`src/rtl/tc_pkg.sv`:
```
package tc_pkg;
    localparam int DW = 32;
    localparam int AW = 4;

    typedef enum logic [1:0] {ACT_KEEP = 2'd0, ACT_SET = 2'd1, ACT_CLR = 2'd2, ACT_TGL = 2'd3} act_e;
    typedef enum logic [1:0] {WV_UP = 2'd0, WV_UPDN = 2'd1, WV_UP_RC = 2'd2, WV_UPDN_RC = 2'd3} wave_e;
    typedef enum logic [1:0] {EDG_OFF = 2'd0, EDG_RISE = 2'd1, EDG_FALL = 2'd2, EDG_ANY = 2'd3} edge_e;

    typedef struct packed {
        act_e       b_sw;
        act_e       b_ev;
        act_e       b_c;
        act_e       b_cmp;
        act_e       a_sw;
        act_e       a_ev;
        act_e       a_c;
        act_e       a_cmp;
        logic [6:0] spare;
        logic       ev_trig;
        logic [1:0] ev_src;
        edge_e      ev_edge;
        logic       c_off;
        logic       c_stop;
        wave_e      wave;
    } mode_t;

    localparam logic [AW-1:0] RG_CTRL  = 4'd0;
    localparam logic [AW-1:0] RG_MODE  = 4'd1;
    localparam logic [AW-1:0] RG_CMPA  = 4'd2;
    localparam logic [AW-1:0] RG_CMPB  = 4'd3;
    localparam logic [AW-1:0] RG_CMPC  = 4'd4;
    localparam logic [AW-1:0] RG_COUNT = 4'd5;
    localparam logic [AW-1:0] RG_STAT  = 4'd6;
    localparam logic [AW-1:0] RG_IEN   = 4'd7;
    localparam logic [AW-1:0] RG_IDIS  = 4'd8;
    localparam logic [AW-1:0] RG_IMASK = 4'd9;

    localparam int FL_OVF = 0;
    localparam int FL_HA  = 2;
    localparam int FL_HB  = 3;
    localparam int FL_HC  = 4;
    localparam int FL_EXT = 7;
    localparam logic [7:0] FL_VALID = 8'h9D;

    function automatic logic apply_act(act_e a, logic cur);
        case (a)
            ACT_SET: return 1'b1;
            ACT_CLR: return 1'b0;
            ACT_TGL: return ~cur;
            default: return cur;
        endcase
    endfunction
endpackage

```
`src/rtl/tc_evt_edge.sv`:
```
module tc_evt_edge
    import tc_pkg::*;
#(
    parameter int NSRC = 4,
    localparam int SW = $clog2(NSRC)
) (
    input  logic            clk,
    input  logic            rst,
    input  logic [NSRC-1:0] src_vec,
    input  logic [SW-1:0]   sel,
    input  edge_e           edg,
    output logic            evt
);
    logic cur, prev_q;

    assign cur = src_vec[sel];

    always_ff @(posedge clk) begin
        if (rst) prev_q <= 1'b0;
        else     prev_q <= cur;
    end

    always_comb begin
        case (edg)
            EDG_RISE: evt = cur & ~prev_q;
            EDG_FALL: evt = ~cur & prev_q;
            EDG_ANY:  evt = cur ^ prev_q;
            default:  evt = 1'b0;
        endcase
    end

    AST_NO_EVT_WHEN_OFF: assert property (@(posedge clk) disable iff (rst)
        (edg == EDG_OFF) |-> !evt);
endmodule

```
`src/rtl/tc_out_act.sv`:
```
module tc_out_act
    import tc_pkg::*;
(
    input  logic clk,
    input  logic rst,
    input  logic ev_sw,
    input  logic ev_ext,
    input  logic ev_c,
    input  logic ev_cmp,
    input  act_e act_sw,
    input  act_e act_ext,
    input  act_e act_c,
    input  act_e act_cmp,
    output logic lvl
);
    act_e pick;

    always_comb begin
        pick = ACT_KEEP;
        if (ev_cmp && act_cmp != ACT_KEEP) pick = act_cmp;
        if (ev_c   && act_c   != ACT_KEEP) pick = act_c;
        if (ev_ext && act_ext != ACT_KEEP) pick = act_ext;
        if (ev_sw  && act_sw  != ACT_KEEP) pick = act_sw;
    end

    always_ff @(posedge clk) begin
        if (rst) lvl <= 1'b0;
        else     lvl <= apply_act(pick, lvl);
    end

    AST_SW_TOGGLE: assert property (@(posedge clk) disable iff (rst)
        (ev_sw && act_sw == ACT_TGL) |=> (lvl != $past(lvl)));
    AST_SW_SET: assert property (@(posedge clk) disable iff (rst)
        (ev_sw && act_sw == ACT_SET) |=> lvl);
endmodule

```
`src/rtl/tc_count.sv`:
```
module tc_count
    import tc_pkg::*;
#(
    parameter int CW = 16
) (
    input  logic          clk,
    input  logic          rst,
    input  logic          tick,
    input  logic          en_req,
    input  logic          dis_req,
    input  logic          trig,
    input  wave_e         wave,
    input  logic          c_stop,
    input  logic          c_off,
    input  logic [CW-1:0] ra,
    input  logic [CW-1:0] rb,
    input  logic [CW-1:0] rc,
    output logic [CW-1:0] cv,
    output logic          en_q,
    output logic          hit_a,
    output logic          hit_b,
    output logic          hit_c,
    output logic          ovf
);
    localparam logic [CW-1:0] MAXV = {CW{1'b1}};

    logic          stop_q, up_q, active, halt, nxt_up;
    logic [CW-1:0] top, nxt_cv;

    assign active = en_q & ~stop_q & tick;
    assign hit_a  = active && (cv == ra);
    assign hit_b  = active && (cv == rb);
    assign hit_c  = active && (cv == rc);
    assign ovf    = active && up_q && (cv == MAXV);
    assign halt   = hit_c & (c_stop | c_off);
    assign top    = (wave == WV_UPDN_RC) ? rc : MAXV;

    always_comb begin
        nxt_cv = cv + 1'b1;
        nxt_up = up_q;
        case (wave)
            WV_UP_RC: if (hit_c) nxt_cv = '0;
            WV_UPDN, WV_UPDN_RC: begin
                if (up_q) begin
                    if (cv == top) begin
                        nxt_up = 1'b0;
                        nxt_cv = cv - 1'b1;
                    end
                end else if (cv == '0) begin
                    nxt_up = 1'b1;
                end else begin
                    nxt_cv = cv - 1'b1;
                end
            end
            default: ;
        endcase
    end

    always_ff @(posedge clk) begin
        if (rst) begin
            cv     <= '0;
            en_q   <= 1'b0;
            stop_q <= 1'b0;
            up_q   <= 1'b1;
        end else begin
            if (dis_req || (halt && c_off && !trig)) en_q <= 1'b0;
            else if (en_req)                         en_q <= 1'b1;
            if (trig) begin
                cv     <= '0;
                up_q   <= 1'b1;
                stop_q <= 1'b0;
            end else begin
                if (en_req) stop_q <= 1'b0;
                if (active) begin
                    if (halt) begin
                        if (c_stop) stop_q <= 1'b1;
                    end else begin
                        cv   <= nxt_cv;
                        up_q <= nxt_up;
                    end
                end
            end
        end
    end

    AST_HOLD_WHEN_OFF: assert property (@(posedge clk) disable iff (rst)
        (!en_q && !trig) |=> (cv == $past(cv)));
    AST_TRIG_ZERO: assert property (@(posedge clk) disable iff (rst)
        trig |=> (cv == '0));
    AST_HALT_HOLD: assert property (@(posedge clk) disable iff (rst)
        (halt && !trig) |=> (cv == $past(cv)));
    AST_OFF_WINS: assert property (@(posedge clk) disable iff (rst)
        (en_req && dis_req) |=> !en_q);
endmodule

```
`src/rtl/wave_timer_channel.sv`:
```
module wave_timer_channel
    import tc_pkg::*;
#(
    parameter int CW = 16
) (
    input  logic          clk,
    input  logic          rst,
    input  logic          wr_en,
    input  logic          rd_en,
    input  logic [AW-1:0] addr,
    input  logic [DW-1:0] wdata,
    output logic [DW-1:0] rdata,
    input  logic          tick,
    input  logic [2:0]    xclk,
    input  logic          tiob_in,
    output logic          tioa,
    output logic          tiob,
    output logic          irq
);
    localparam int NOUT = 2;

    mode_t         mode_q;
    logic [CW-1:0] ra_q, rb_q, rc_q, cv;
    logic [7:0]    flags_q, mask_q, set_vec;
    logic          en_q, hit_a, hit_b, hit_c, ovf, evt;
    logic          wr_ctrl, sw_trig, trig, rd_stat;
    logic          lvl_v [NOUT];
    logic          cmp_v [NOUT];
    act_e          asw_v [NOUT], aev_v [NOUT], ac_v [NOUT], acmp_v [NOUT];

    assign wr_ctrl = wr_en && (addr == RG_CTRL);
    assign sw_trig = wr_ctrl && wdata[2];
    assign trig    = sw_trig | (evt & mode_q.ev_trig);
    assign rd_stat = rd_en && (addr == RG_STAT);

    tc_evt_edge #(.NSRC(4)) u_evt (
        .clk(clk), .rst(rst), .src_vec({xclk, tiob_in}),
        .sel(mode_q.ev_src), .edg(mode_q.ev_edge), .evt(evt)
    );

    tc_count #(.CW(CW)) u_cnt (
        .clk(clk), .rst(rst), .tick(tick),
        .en_req(wr_ctrl && wdata[0]), .dis_req(wr_ctrl && wdata[1]),
        .trig(trig), .wave(mode_q.wave), .c_stop(mode_q.c_stop), .c_off(mode_q.c_off),
        .ra(ra_q), .rb(rb_q), .rc(rc_q), .cv(cv), .en_q(en_q),
        .hit_a(hit_a), .hit_b(hit_b), .hit_c(hit_c), .ovf(ovf)
    );

    assign cmp_v[0]  = hit_a;
    assign cmp_v[1]  = hit_b;
    assign asw_v[0]  = mode_q.a_sw;
    assign asw_v[1]  = mode_q.b_sw;
    assign aev_v[0]  = mode_q.a_ev;
    assign aev_v[1]  = mode_q.b_ev;
    assign ac_v[0]   = mode_q.a_c;
    assign ac_v[1]   = mode_q.b_c;
    assign acmp_v[0] = mode_q.a_cmp;
    assign acmp_v[1] = mode_q.b_cmp;

    for (genvar i = 0; i < NOUT; i++) begin : g_out
        tc_out_act u_act (
            .clk(clk), .rst(rst),
            .ev_sw(sw_trig), .ev_ext(evt), .ev_c(hit_c), .ev_cmp(cmp_v[i]),
            .act_sw(asw_v[i]), .act_ext(aev_v[i]), .act_c(ac_v[i]), .act_cmp(acmp_v[i]),
            .lvl(lvl_v[i])
        );
    end

    assign tioa = lvl_v[0];
    assign tiob = lvl_v[1];

    always_comb begin
        set_vec         = '0;
        set_vec[FL_OVF] = ovf;
        set_vec[FL_HA]  = hit_a;
        set_vec[FL_HB]  = hit_b;
        set_vec[FL_HC]  = hit_c;
        set_vec[FL_EXT] = evt;
    end

    assign irq = |(flags_q & mask_q);

    always_ff @(posedge clk) begin
        if (rst) begin
            mode_q  <= '0;
            ra_q    <= '0;
            rb_q    <= '0;
            rc_q    <= '0;
            flags_q <= '0;
            mask_q  <= '0;
            rdata   <= '0;
        end else begin
            flags_q <= (rd_stat ? 8'h00 : flags_q) | set_vec;
            if (wr_en) begin
                case (addr)
                    RG_MODE: mode_q <= mode_t'(wdata);
                    RG_CMPA: ra_q   <= wdata[CW-1:0];
                    RG_CMPB: rb_q   <= wdata[CW-1:0];
                    RG_CMPC: rc_q   <= wdata[CW-1:0];
                    RG_IEN:  mask_q <= mask_q | (wdata[7:0] & FL_VALID);
                    RG_IDIS: mask_q <= mask_q & ~wdata[7:0];
                    default: ;
                endcase
            end
            if (rd_en) begin
                case (addr)
                    RG_MODE:  rdata <= mode_q;
                    RG_CMPA:  rdata <= DW'(ra_q);
                    RG_CMPB:  rdata <= DW'(rb_q);
                    RG_CMPC:  rdata <= DW'(rc_q);
                    RG_COUNT: rdata <= DW'(cv);
                    RG_STAT:  rdata <= {13'd0, tiob, tioa, en_q, 8'd0, flags_q};
                    RG_IMASK: rdata <= {24'd0, mask_q};
                    default:  rdata <= '0;
                endcase
            end
        end
    end

    AST_RD_CLEARS: assert property (@(posedge clk) disable iff (rst)
        (rd_stat && set_vec == 8'h00) |=> (flags_q == 8'h00));
    AST_FLAG_STICKY: assert property (@(posedge clk) disable iff (rst)
        (|set_vec) |=> ((flags_q & $past(set_vec)) == $past(set_vec)));
    AST_MASK_LEGAL: assert property (@(posedge clk) disable iff (rst)
        (mask_q & ~FL_VALID) == 8'h00);
endmodule

```
`config.mk`:
```
export PLATFORM = sky130hd
export DESIGN_NAME = wave_timer_channel
export DESIGN_NICKNAME = d
export VERILOG_FILES = /design/src/rtl/tc_pkg.sv /design/src/rtl/tc_evt_edge.sv /design/src/rtl/tc_out_act.sv /design/src/rtl/tc_count.sv /design/src/rtl/wave_timer_channel.sv
export SDC_FILE = /design/constraint.sdc
export NUM_CORES = 1
export LEC_CHECK = 0
export ABC_AREA = 1
export ABC_CLOCK_PERIOD_IN_PS = 2350
export BUFFER_PORTS_ARGS = -buffer_cell sky130_fd_sc_hd__buf_2
export CAP_MARGIN = 10
export CORE_MARGIN = 3
export CORE_UTILIZATION = 60
export DETAILED_ROUTE_END_ITERATION = 8
export GPL_TIMING_DRIVEN = 0
export HOLD_SLACK_MARGIN = 0.15
export PLACE_DENSITY = 0.81
export SYNTH_ARGS = -nofsm -noshare
export SYNTH_HDL_FRONTEND = slang
export SYNTH_HIERARCHICAL = 1
export SYNTH_SLANG_ARGS = --single-unit
```
`constraint.sdc`:
```
create_clock -name clk -period 2.35 [get_ports clk]
set_input_delay 0.3525 -clock clk [delete_from_list [all_inputs] [get_ports clk]]
set_output_delay 0.3525 -clock clk [all_outputs]
set_load 0.02 [all_outputs]
```
Word-level counts from Yosys, hierarchy flattened
Cells that the tools add are included.
{"block": "totals", "wordCells": 152, "register_bits": 150, "latchBits": 0, "ram_bits": 0, "output_inout_bits": 35, "input_bits": 45, "romBits": 0, "n_memories": 0}
{"block": "op_classes", "mul": 0, "n_lt_le_gt_ge": 1, "bitwise_logic": 20, "shift": 0, "add_sub_neg": 2, "reduce_logical": 46, "n_eq_ne": 26, "n_mux": 29, "div": 0}
{"op": "one-hot mux 32 bit (7 select lines)", "n": 1}
{"op": "two-way mux 16 bit", "n": 5}
{"op": "equality test 16 bit", "n": 4}
{"op": "one-hot mux 16 bit (2 select lines)", "n": 1}
{"op": "logical AND 1 bit", "n": 20}
{"op": "nonzero test 2 bit", "n": 9}
{"op": "adder 16 x 1 -> 16 bit, second input constant", "n": 1}
{"op": "bitwise AND 8 bit", "n": 2}
{"op": "equality test 16 bit, second input constant", "n": 1}
{"op": "equality test 2 bit, second input constant", "n": 8}
{"op": "equality test 4 x 3 -> 1 bit, second input constant", "n": 4}
{"op": "zero test 16 bit", "n": 1}
{"op": "two-way mux 2 bit", "n": 8}
{"op": "OR 8 bit", "n": 2}
{"op": "one-hot mux 8 bit (2 select lines)", "n": 1}
{"op": "subtractor 16 x 1 -> 16 bit, second input constant", "n": 1}
{"op": "AND reduction 2 bit", "n": 6}
{"op": "one-hot mux 1 bit (3 select lines)", "n": 3}
{"op": "equality test 2 x 1 -> 1 bit, second input constant", "n": 4}
{"op": "equality test 4 x 2 -> 1 bit, second input constant", "n": 2}
{"op": "equality test 4 bit, second input constant", "n": 2}
{"op": "two-way mux 1 bit", "n": 8}
{"op": "two-way mux 8 bit", "n": 1}
{"op": "NOT 8 bit", "n": 1}
{"op": "14 further kinds", "n": 28}

Depth between registers and ports, before layout
Gate-level depths: netlist (run 1).
{"block": "logic_depth", "ltp_word": 11, "depth_mapped": 16, "mapped_depth_nobuf": 14}

Modules after synthesis
Netlist (run 1), hierarchy kept.
{"mod": "wave_timer_channel", "seq_area_each_um2": 2502.4, "instances": 1, "cells_per_inst": 772, "area_each_um2": 5341.4}
{"mod": "tc_count", "seq_area_each_um2": 380.4, "instances": 1, "cells_per_inst": 475, "area_each_um2": 2722.6}
{"mod": "tc_out_act", "seq_area_each_um2": 20.0, "instances": 2, "cells_per_inst": 20, "area_each_um2": 102.6}
{"mod": "tc_evt_edge", "seq_area_each_um2": 20.0, "instances": 1, "cells_per_inst": 21, "area_each_um2": 132.6}

Worst setup path after synthesis (run 1)
Ideal clock, no wire load.
{"block": "synth_timing", "path_kind": "register to register", "start": "reg mode_q[7] in the netlist's numbering", "end": "reg u_cnt.cv[3]", "synth_period_minus_slack_ps": 2059, "arrival_time_ps": 1937, "setup_slack_ps": 291, "setup_ps": 122, "n_path_buf": 1, "required_time_ps": 2228, "path_stages_with_launch": 14, "cell_sequence": "dfxtp_1 inv_1 nand3_2 nand2_2 ha_1 nand2_1 nand2_1 o21ai_0 inv_1 o22ai_1 nor2_1 clkbuf_1 o21ai_0 a21oi_2"}
{"block": "synth_between", "elab_chain_len": 8, "word_cells_on_any_way": 10, "classes_between": "mux: 3; bitwise: 6; reduce/logical: 1"}
{"element": "start: declaration", "line_no": "wave_timer_channel.sv:22", "text": "mode_t mode_q;"}
{"element": "start signal: assignment", "line_no": "wave_timer_channel.sv:96", "text": "RG_MODE: mode_q <= mode_t'(wdata);"}
{"element": "binary-select mux 1 bit (select 2 bit) *", "line_no": "tc_evt_edge.sv:16", "text": "assign cur = src_vec[sel];"}
{"element": "two-way mux 1 bit (implied by the code) *", "line_no": "tc_evt_edge.sv:16"}
{"element": "NOT 1 bit", "line_no": "tc_evt_edge.sv:26", "text": "EDG_FALL: evt = ~cur & prev_q;"}
{"element": "bitwise AND 1 bit", "line_no": "tc_evt_edge.sv:26"}
{"element": "one-hot mux 1 bit (3 select lines) *", "line_no": "tc_evt_edge.sv:24", "text": "case (edg)"}
{"element": "via evt", "line_no": "wave_timer_channel.sv:25", "text": "logic en_q, hit_a, hit_b, hit_c, ovf, evt;"}
{"element": "bitwise AND 1 bit *", "line_no": "wave_timer_channel.sv:33", "text": "assign trig = sw_trig | (evt & mode_q.ev_trig);"}
{"element": "OR 1 bit *", "line_no": "wave_timer_channel.sv:33"}
{"element": "via trig", "line_no": "wave_timer_channel.sv:26", "text": "logic wr_ctrl, sw_trig, trig, rd_stat;"}
{"element": "OR reduction 2 bit (no line) *"}
{"element": "end signal: assignment", "line_no": "tc_count.sv:78", "text": "cv <= nxt_cv;"}
{"element": "end: declaration", "line_no": "tc_count.sv:18", "text": "output logic [CW-1:0] cv,"}
Mark *: on every way through the listed nets, which the timed path passes. The rest lies on a longest branch. The select of a mux whose other input is x is not followed.
A chain may end at the register's enable or synchronous reset.

Final worst setup path (run 1)
{"block": "layout_timing", "start": "reg u_cnt.cv[1]", "end": "reg flags_q[0]"}
{"block": "layout_between", "elab_chain_len": 3}
{"element": "equality test 16 bit", "line_no": "tc_count.sv:34", "text": "assign ovf = active && up_q && (cv == MAXV);"}
{"element": "logical AND 1 bit", "line_no": "tc_count.sv:34"}
{"element": "via ovf", "line_no": "wave_timer_channel.sv:25"}
{"element": "OR 8 bit", "line_no": "wave_timer_channel.sv:93", "text": "flags_q <= (rd_stat ? 8'h00 : flags_q) | set_vec;"}
{"element": "end signal: assignment", "line_no": "wave_timer_channel.sv:93"}
{"element": "end: declaration", "line_no": "wave_timer_channel.sv:24", "text": "logic [7:0] flags_q, mask_q, set_vec;"}
The timed path passes the listed nets, and every way through them passes these cells.

==> results by group, run 1 <==
Route
  • WL/cell: 18.37 um
  • DRT Pass-1 Iters: 5
  • DRT iter0 DRCs: 1,427
  • Via count: 9,528
  • Routed vias/inst: 5.970
  • Remaining DRCs: 0
  • DRT antenna net count: 0
  • Final wirelength: 29,320 um

Worst hold path
  • Hold Path Class: input port to register

Synth
  • Post-synth ARST share: 0%
  • Share of the synthesized area in the top cell type: 35.03%
  • Cell taking the most area after synthesis: dfxtp_1
  • Most frequent cell after synthesis: nand2_1
  • Synth warn: 6
  • Synth cell types: 43
  • Synth Net Count: 1,358
  • Top cells by area, synth: dfxtp_1 35%, nand2_1 14%, nand3_1 8.5%, a21oi_1 7.1%, nor2_1 6.6%
  • Number of flops mapped to enable cells by yosys: 0
  • Main synth FF type: dfxtp_1
  • Gate Count Post-Synth: 1,308
  • List of most frequent post-synthesis cells: 306 x nand2_1, 147 x dfxtp_1, 147 x nor2_1
  • Mean post-synth cell area: 6.423 um2
  • Mapped Area: 0.008402 mm2
  • Sequential fraction of the synthesis area: 35.03%
  • Synth Register Bits: 147

Worst setup path
  • Critical-path cell list: ha_1 > nand3_1 > inv_1 > nand2_1 > nor3_1 > nand2_1 > nor4_1 > a21oi_1 > nor2_1
  • Worst-path fanout max: 7
  • End of the critical path: flags_q[0]
  • CP Launch Point: u_cnt/cv[1]
  • Max stage delay on crit path: 430 ps
  • Critical path's slowest cell: dfxtp_2
  • Flop2flop setup slack: 2 ps
  • Most common cell on crit path: nand2_1
  • Critical path class: register to register
  • Critical R2R Launch: u_cnt/cv[1]
  • Crit end category: register
  • R2r worst-path depth: 9
  • WP data required: 2710 ps
  • Worst Setup Start Kind: register
  • Critical Path AT: 2700 ps
  • RR Endpoint: flags_q[0]

CTS
  • CTS sink count: 147
  • Maximum clock path buffer count: 2
  • Reg clk slew, reported paths: 70 ps
  • H-tree depth: 4
  • Inserted Clock Buffers: 17
  • Worst-Skew Late Latency: 430 ps
  • CTS tree: done
  • Root buf cell: clkbuf_16

Floorplan
  • Die Ht: 124.3 um
  • Die Span X: 124.3 um
  • Core area: 0.01345 mm2
  • Io pins: 80
  • Cell row count: 42
  • DIE AREA: 0.01546 mm2
  • Starting density of the core: 62.45%

Global route
  • Initial antenna violation count: 0
  • Tot GR Track Use: 37.36%
  • Global-route wire length before repair: 46,050 um
  • Largest net degree at the start of global routing: 17
  • GRT Residual Overflow: 0
  • Vias in the first global route: 8,662

Final layout
  • Post-route insts no fill: 1,596
  • Final-stage net count: 1,457
  • Area delta synth->final: 15.35%
  • Fin area: 0.009692 mm2
  • N_diodes: 0
  • Layout cells sized above 1: 15.49%

STA
  • Achievable Freq: 425.9 MHz
  • Tcrit/Tclk final: 99.91%
  • Min Hold Slack: 189.8 ps
  • Hold Fails Final Rpt: 0
  • Final setup viols: 0
  • Max-slew headroom: 51.30%
  • Clk_skew: 9.979 ps
  • Worst-margin pin slew: 727.9 ps
  • Final Max Slew Viols: 0
  • RSZ-0062 raised after global routing: no
  • Final Critical Period: 2348 ps

Placement
  • Port-buffer cells: 78
  • Final HPWL DP: 22,100 um
  • DP Area: 0.009012 mm2
  • Routability cong.: 0.9972
  • Cell count after placement: 1,562

Outcome
  • Outcome: finished clean

Power and ir drop
  • Pwr per Cell Area: 602.2 mW/mm2
  • Lkg Pwr: 4.341 nW
  • VDD IR max: 0.4459 mV

Job
  • Max cap viols: 0
flip-flops by register name, summed over array words and instances, names as in the netlist, named ones only:
signal	cells
mode_q	16
aev_v	4
rdata	32
rb_q	16
u_cnt/stop_q	1
ac_v	4
asw_v	4
flags_q	5
rc_q	16
mask_q	3
u_evt/prev_q	1
u_cnt/cv	16
acmp_v	4
ra_q	16
u_cnt/en_q	1
u_cnt/up_q	1
g_out.u_act/lvl	2
cell families after synthesis:
logic type               synth area share [%]
buffers and inverters                   10.54
flip-flops                              35.03
XOR/XNOR                                3.753
AND/OR/NAND/NOR                         33.91
adder cells (fa/ha/maj)                0.7446
AO/OA/AOI/OAI                           16.02
layer usage:
metal | GRT usage, % | routed length, um | vias up
met1 | 53.93 | 12440 | 4366
met3 | 10.46 | 3736 | 84
li1 | - | - | 4455
met4 | 14.44 | 1000 | 0
met2 | 52.74 | 12150 | 623
met5 | 0 | 0 | -
layout make-up:
class	count	area, um2
Tap cell	176	220.2
Timing Repair Buffer	80	405.4
Clock inverter	14	153.9
Sequential cell	147	2952
Clock buffer	18	429.2
Inverter	134	508.0
Multi-Input combinational cell	955	4624
Fill cell	1193	3761
Buffer	72	399.1
worst max-delay path: cells and delay by family, from the launching register on:
kind	cells	cell delay [ps]
flops	1	430
buf+inv	1	90
simple gates	6	1440
fa+ha+maj	1	230
compound gates	1	90
cell usage in the layout, fill, tap and decap left out, drive strengths merged:
master	synthesis	routed
xnor2	6	6
a21oi	124	124
a22o	3	3
o211ai	2	2
ha	5	5
xor2	30	30
a221oi	5	5
nand3	145	145
inv	131	142
nand3b	7	7
o22ai	5	5
dfxtp	147	147
a21boi	1	1
o31ai	1	1
nor4	7	7
o21ai	109	109
nor3	13	13
clkinv	3	5
nand2	314	314
clkbuf	30	48
or2	11	11
a31oi	2	2
buf	42	122
nor2	152	152
bufinv	0	1
and2	1	1
nand4	12	12
stage by stage:
step	TNS [ps]	total power, mW	setup slack (ps)	utilization [%]
final	0	5.837	2.022	72.04
after global routing	0	5.996	0.8451	72.04
after global placement	-6706	3.106	-570.0	66.99
after floorplan	0	2.923	291.1	-
after detailed placement	-7620	3.114	-614.0	66.99
after CTS	0	5.807	8.715	71.52
worst min-delay path by stage:
stage / start / endpoint / slack [ps] / cells past startpoint
after floorplan: rst / u_evt/prev_q / 420 / 1
after global placement: mode_q[15] / mode_q[15] / 440 / 2
after detailed placement: mode_q[15] / mode_q[15] / 440 / 2
after CTS: wdata[27] / ac_v[1] / 180 / 3
after global routing: wdata[26] / ac_v[0] / 200 / 3
final: wdata[29] / aev_v[1] / 190 / 3
report_power, final:
group	total [mW]	switching (mW)	internal (mW)
Combinational	0.518	0.363	0.155
Sequential	2.58	0.0389	2.54
Clock	2.74	1.23	1.51
Total	5.84	1.63	4.20
what timing repair did:
item,4_1_cts,5_1_grt
cloned,0,0
setup endpoints to repair,19,17
pin swaps,0,2
gates resized for setup,8,28
hold buffers,0,0
buffers inserted,0,2
Power figures use the tool's default switching activity.
==> inputs of run 2 (changes only) <==
--- a/config.mk
+++ b/config.mk
@@ -12,7 +12,7 @@
 export CORE_MARGIN = 3
 export CORE_UTILIZATION = 60
 export DETAILED_ROUTE_END_ITERATION = 8
-export GPL_TIMING_DRIVEN = 0
+export GPL_TIMING_DRIVEN = 1
 export HOLD_SLACK_MARGIN = 0.15
 export PLACE_DENSITY = 0.81
 export SYNTH_ARGS = -nofsm -noshare
==> results by group, run 2 (same netlist as run 1, synthesis figures left out) <==
Outcome
  • Outcome: finished clean

Worst setup path
  • Critical Path AT: 2540 ps (-160 ps)
  • Worst Setup Start Kind: register
  • Crit end category: register
  • WP data required: 2710 ps (about the same)
  • Worst-path fanout max: 10 (+3)
  • Critical path class: register to register

Final layout
  • Layout cells sized above 1: 14.46% (-1.0 points)
  • Commonest non-fill, non-tap cell in the layout: nand2_1
  • Most flops, register: rdata
  • Fin area: 0.009519 mm2 (-1.8%)
  • N_diodes: 0 (unchanged)
  • Final-stage net count: 1,420 (-2.5%)
  • Fillers: 1,178 (-1.3%)
  • Largest register FFs: 32 (unchanged)
  • Commonest cells after routing, fill and taps aside: 306 x nand2_1, 146 x nor2_1, 145 x dfxtp_1
  • Area delta synth->final: 13.30%

CTS
  • Inserted Clock Buffers: 17 (unchanged)
  • CTS tree: done
  • Maximum clock path buffer count: 2 (unchanged)
  • Worst-Skew Late Latency: 430 ps (about the same)
  • H-tree depth: 4 (unchanged)
  • CTS sink count: 147 (unchanged)
  • Root buf cell: clkbuf_16
  • Reg clk slew, reported paths: 70 ps (about the same)
  • Post-CTS Setup Bufs: 0 (unchanged)

STA
  • RSZ-0062 raised after global routing: no
  • Hold Fails Final Rpt: 0 (unchanged)
  • Clk_skew: 9.043 ps (-0.9363 ps)
  • Final Critical Period: 2177 ps (-171.2 ps)
  • Worst-margin pin slew: 655.8 ps (-72.07 ps)
  • Tcrit/Tclk final: 92.63% (-7.3 points)
  • Achievable Freq: 459.4 MHz (+7.9%)
  • Max-slew headroom: 56.18% (+4.9 points)
  • Final setup viols: 0 (unchanged)
  • Final Max Slew Viols: 0 (unchanged)
  • Setup tns final: 0 ps (unchanged)

Power and ir drop
  • VDD IR max: 0.5163 mV (+16%)
  • Sequential power share: 44.7% (+0.6 points)
  • Overall Power: 5.771 mW (-1.1%)
  • Pwr per Cell Area: 606.2 mW/mm2 (+0.67%)
  • Lkg Pwr: 4.252 nW (-2.0%)
  • Sw Pwr: 1.566 mW (-4.1%)
  • Internal power: 4.205 mW (about the same)
  • Clock group share of total power: 47.0% (about the same)
  • Sw Ratio: 27.14% (-0.83 points)
  • Comb power frac: 8.4% (-0.5 points)

Global route
  • Vias in the first global route: 8,098 (-6.5%)
  • Initial antenna violation count: 0 (unchanged)
  • Global-route wire length before repair: 42,210 um (-8.3%)
  • GRT Residual Overflow: 0 (unchanged)
  • Tot GR Track Use: 33.29% (-4.1 points)
  • Largest net degree at the start of global routing: 83 (+66)

Job
  • Max cap viols: 0 (unchanged)

Floorplan
  • DIE AREA: 0.01546 mm2 (unchanged)
  • Starting density of the core: 62.45% (unchanged)
  • Core area: 0.01345 mm2 (unchanged)
  • Die Span X: 124.3 um (unchanged)
  • Die Ht: 124.3 um (unchanged)
  • Io pins: 80 (unchanged)
  • Cell row count: 42 (unchanged)

Route
  • DRT antenna net count: 0 (unchanged)
  • WL/cell: 16.96 um (-7.7%)
  • DRT Pass-1 Iters: 6 (+1)
  • Via count: 9,180 (-3.7%)
  • Final wirelength: 26,440 um (-9.8%)
  • DRT iter0 DRCs: 1,131 (-21%)
  • Routed vias/inst: 5.888 (-1.4%)
  • Remaining DRCs: 0 (unchanged)

Worst hold path
  • Hold Path Class: input port to register

Placement
  • Port-buffer cells: 79 (+1.3%)
  • Final HPWL DP: 19,020 um (-14%)
  • DP Area: 0.008935 mm2 (-0.86%)
  • Routability cong.: 1.072 (+7.5%)
## run 2: changes by cell type in the layout (fill, tap and decap cells not counted), moves of 3 or more
| cell | delta |
|---|---|
| clkbuf_1 | -27 |
| buf_2 | -25 |
| buf_4 | +24 |
| buf_6 | -6 |
| clkinvlp_4 | +5 |
| dfxtp_1 | +5 |
| dfxtp_2 | -5 |
| o21ai_0 | +3 |
## run 2: final cells by class
| class | instances | area, um2 | area share (%) |
|---|---|---|---|
| Clock inverter | 14 | 142.6 | 1.498 |
| Multi-Input combinational cell | 955 | 4576 | 48.07 |
| Sequential cell | 147 | 2945 | 30.94 |
| Inverter | 134 | 505.5 | 5.310 |
| Tap cell | 176 | 220.2 | 2.313 |
| Clock buffer | 18 | 439.2 | 4.614 |
| Timing Repair Buffer | 115 | 690.7 | 7.256 |
## run 2: timing repair
item,in CTS,in global routing
hold buffers,0,0
endpoints found under the setup margin,0,11
gates resized for setup,0,3
## run 2: worst max-delay path, cell delays in order, from the launching register on
cell	delay (ps)
dfxtp_1	440
or2_2	350
a221oi_1	430
nand3_1	140
nor2_1	260
nand2_1	100
nand2_1	80
nand3_1	80
nand2_1	70
nand2_1	40
a21oi_1	130
## run 2: worst paths after layout
kind	startpoint	end	slack, ps	cells after the start
worst max register to register	u_cnt/cv[10]	g_out[1].u_act/lvl	170	10
worst max-delay path	u_cnt/cv[10]	g_out[1].u_act/lvl	170	10
worst min register to register	mode_q[12]	mode_q[12]	460	2
worst min-delay path	wdata[28]	aev_v[0]	190	3
## run 2: per-stage QoR
| stage | utilization [%] | setup slack, ps | hold WS [ps] | instances |
|---|---|---|---|---|
| after floorplan | - | 291.1 | 419.4 | 1308 |
| after global routing | 70.76 | 24.36 | 197.2 | 1559 |
| after detailed placement | 66.42 | 189.4 | 446.6 | 1527 |
| final | 70.76 | 173.3 | 188.9 | 1559 |
| after global placement | 66.42 | 264.9 | 440.3 | 1527 |
| after CTS | 70.74 | 192.8 | 184.4 | 1559 |
## run 2: per-layer routing
metal | vias to the layer above | share of wire (%) | wire (um) | global-route usage (%)
li1 | 4367 | - | - | -
met1 | 4223 | 42 | 11100 | 46.78
met5 | - | 0 | 0 | 0
met4 | 0 | 2.7 | 717 | 12.19
met3 | 55 | 9.8 | 2583 | 4.760
met2 | 535 | 46 | 12040 | 52.16
## run 2: power groups by stage
stage / Clock (mW) / Combinational [mW] / Sequential [mW]
global route: 2.83 / 0.528 / 2.58
CTS: 2.72 / 0.472 / 2.58
finish: 2.71 / 0.484 / 2.58
floorplan: 0 / 0.290 / 2.63
detailed placement: 0 / 0.467 / 2.63
global placement: 0 / 0.460 / 2.63
==> inputs of run 3 (changes only) <==
--- a/config.mk
+++ b/config.mk
@@ -6,7 +6,7 @@
 export NUM_CORES = 1
 export LEC_CHECK = 0
 export ABC_AREA = 1
-export ABC_CLOCK_PERIOD_IN_PS = 2350
+export ABC_CLOCK_PERIOD_IN_PS = 2550
 export BUFFER_PORTS_ARGS = -buffer_cell sky130_fd_sc_hd__buf_2
 export CAP_MARGIN = 10
 export CORE_MARGIN = 3
==> constraint.sdc (replaced) <==
create_clock -name clk -period 2.55 [get_ports clk]
set_input_delay 0.3825 -clock clk [delete_from_list [all_inputs] [get_ports clk]]
set_output_delay 0.3825 -clock clk [all_outputs]
set_load 0.02 [all_outputs]
==> results by group, run 3 (same netlist as run 1, synthesis figures left out) <==
Worst setup path
  • RR Endpoint: u_cnt/cv[13]
  • Worst Setup Start Kind: register
  • End of the critical path: u_cnt/cv[13]
  • CP Launch Point: u_cnt/cv[10]
  • Critical Path AT: 2720 ps (+180 ps)
  • Critical path class: register to register
  • Crit end category: register
  • Flop2flop setup slack: 140 ps (-30 ps)
  • Critical R2R Launch: u_cnt/cv[10]
  • Worst-path fanout max: 29 (+19)
  • WP data required: 2860 ps (+150 ps)
  • R2r worst-path depth: 11 (+1)

Final layout
  • Storage element area: 0.002944 mm2 (about the same)
  • Largest register FFs: 32 (unchanged)
  • Area delta synth->final: 13.67%
  • Post-layout util: 70.99% (+0.23 points)
  • Fillers: 1,166 (-1.0%)
  • Commonest cells after routing, fill and taps aside: 306 x nand2_1, 146 x nor2_1, 146 x dfxtp_1
  • Multi-input combinational cell area: 0.004576 mm2 (unchanged)
  • Final-stage net count: 1,418 (-0.14%)
  • Layout cells sized above 1: 14.19% (-0.27 points)
  • Commonest non-fill, non-tap cell in the layout: nand2_1
  • Most flops, register: rdata

STA
  • Hold Fails Final Rpt: 0 (unchanged)
  • Final Critical Period: 2406 ps (+229.0 ps)
  • Tcrit/Tclk final: 94.34% (+1.7 points)
  • RSZ-0062 raised after global routing: no
  • Setup tns final: 0 ps (unchanged)
  • Worst Setup Slack, final: 144.2 ps (-29.05 ps)
  • Clk_skew: 5.412 ps (-3.631 ps)
  • Max-slew headroom: 59.16% (+3.0 points)
  • Worst-margin pin slew: 608.8 ps (-46.99 ps)
  • Final setup viols: 0 (unchanged)
  • Achievable Freq: 415.7 MHz (-9.5%)
  • Final Max Slew Viols: 0 (unchanged)

Route
  • WL/cell: 17.20 um (+1.4%)
  • Final wirelength: 26,800 um (+1.4%)
  • DRT iter0 DRCs: 1,217 (+7.6%)
  • Via count: 9,229 (+0.53%)
  • Remaining DRCs: 0 (unchanged)
  • DRT antenna net count: 0 (unchanged)
  • Routed vias/inst: 5.924 (+0.60%)
  • DRT Pass-1 Iters: 8 (+2)

Floorplan
  • Die Ht: 124.3 um (unchanged)
  • Core area: 0.01345 mm2 (unchanged)
  • Cell row count: 42 (unchanged)
  • Die Span X: 124.3 um (unchanged)
  • DIE AREA: 0.01546 mm2 (unchanged)
  • Starting density of the core: 62.45% (unchanged)
  • Io pins: 80 (unchanged)

Job
  • Max cap viols: 0 (unchanged)

Placement
  • Routability cong.: 1.043 (-2.7%)
  • Worst slack, placed: 145.6 ps (-43.79 ps)
  • Port-buffer cells: 79 (unchanged)
  • Final HPWL DP: 19,220 um (+1.0%)

Global route
  • Tot GR Track Use: 34.02% (+0.73 points)
  • Vias in the first global route: 8,354 (+3.2%)
  • Global-route wire length before repair: 43,360 um (+2.7%)
  • Largest net degree at the start of global routing: 67 (-19%)
  • Initial antenna violation count: 1 (+1)
  • GRT Residual Overflow: 0 (unchanged)

CTS
  • CTS sink count: 147 (unchanged)
  • Post-CTS Setup Bufs: 0 (unchanged)
  • H-tree depth: 4 (unchanged)
  • Inserted Clock Buffers: 17 (unchanged)
  • Root buf cell: clkbuf_16
  • Reg clk slew, reported paths: 60 ps (about the same)
  • CTS tree: done
  • Worst-Skew Late Latency: 430 ps (about the same)
  • Maximum clock path buffer count: 2 (unchanged)

Power and ir drop
  • VDD IR max: 0.6746 mV (+31%)
  • Lkg Pwr: 4.266 nW (+0.31%)
  • Pwr per Cell Area: 583.2 mW/mm2 (-3.8%)

Outcome
  • Outcome: finished clean

Worst hold path
  • Hold Path Class: input port to register
  • Hold Startpoint: wdata[28]
[run 3: how the worst min path moves through the flow]
| stage | to | slack [ps] | cells after the start |
|---|---|---|---|
| 5_1_grt | aev_v[0] | 220 | 3 |
| 3_5_place_dp | mode_q[15] | 440 | 2 |
| 3_3_place_gp | mode_q[9] | 440 | 2 |
| 2_1_floorplan | mode_q[10] | 430 | 2 |
| 4_1_cts | aev_v[0] | 220 | 3 |
| 6_report | aev_v[0] | 220 | 3 |
[run 3: layout make-up]
cell class	count	share of cell area, %
Multi-Input combinational cell	955	47.91
Inverter	134	5.293
Clock inverter	13	2.057
Clock buffer	19	4.638
Tap cell	176	2.306
Antenna cell	1	0.02620
Timing Repair Buffer	113	6.944
Sequential cell	147	30.83
[run 3: critical path, cell delays in order, from the launching register on]
cell and delay (ps):
dfxtp_1 600, inv_4 100, nand2_2 80, nand2_1 50, nor3_1 190, nand2_1 110, nor2_1 110, nand2_1 90
o21ai_2 320, inv_2 280, o21ai_0 300, a21oi_2 50
[run 3: repair_timing]
action / CTS / global route
hold buffers: 0 / 0
endpoints found under the setup margin: 0 / 16
gates resized for setup: 0 / 1
[run 3: per-layer routing]
layer / share of wire [%] / global-route usage, % / up-vias
li1: - / - / 4371
met1: 42 / 47.53 / 4235
met2: 45 / 52.32 / 547
met3: 10 / 5.789 / 76
met4: 3.4 / 13.80 / 0
met5: 0 / 0 / -
[run 3: report_power, final]
group,internal [mW],switching [mW],leakage (nW)
combinational,0.141,0.304,2.78
clock,1.68,1.06,0.299
sequential,2.34,0.0386,1.19
[run 3: through the flow]
step | power [mW] | instances | instance area (um2) | hold WS (ps)
5_1_grt | 5.713 | 1558 | 9550 | 220.5
2_1_floorplan | 2.693 | 1308 | 8402 | 430.0
6_report | 5.570 | 1558 | 9550 | 223.4
4_1_cts | 5.556 | 1557 | 9547 | 216.4
3_3_place_gp | 2.848 | 1525 | 8907 | 439.5
3_5_place_dp | 2.855 | 1525 | 8907 | 443.2
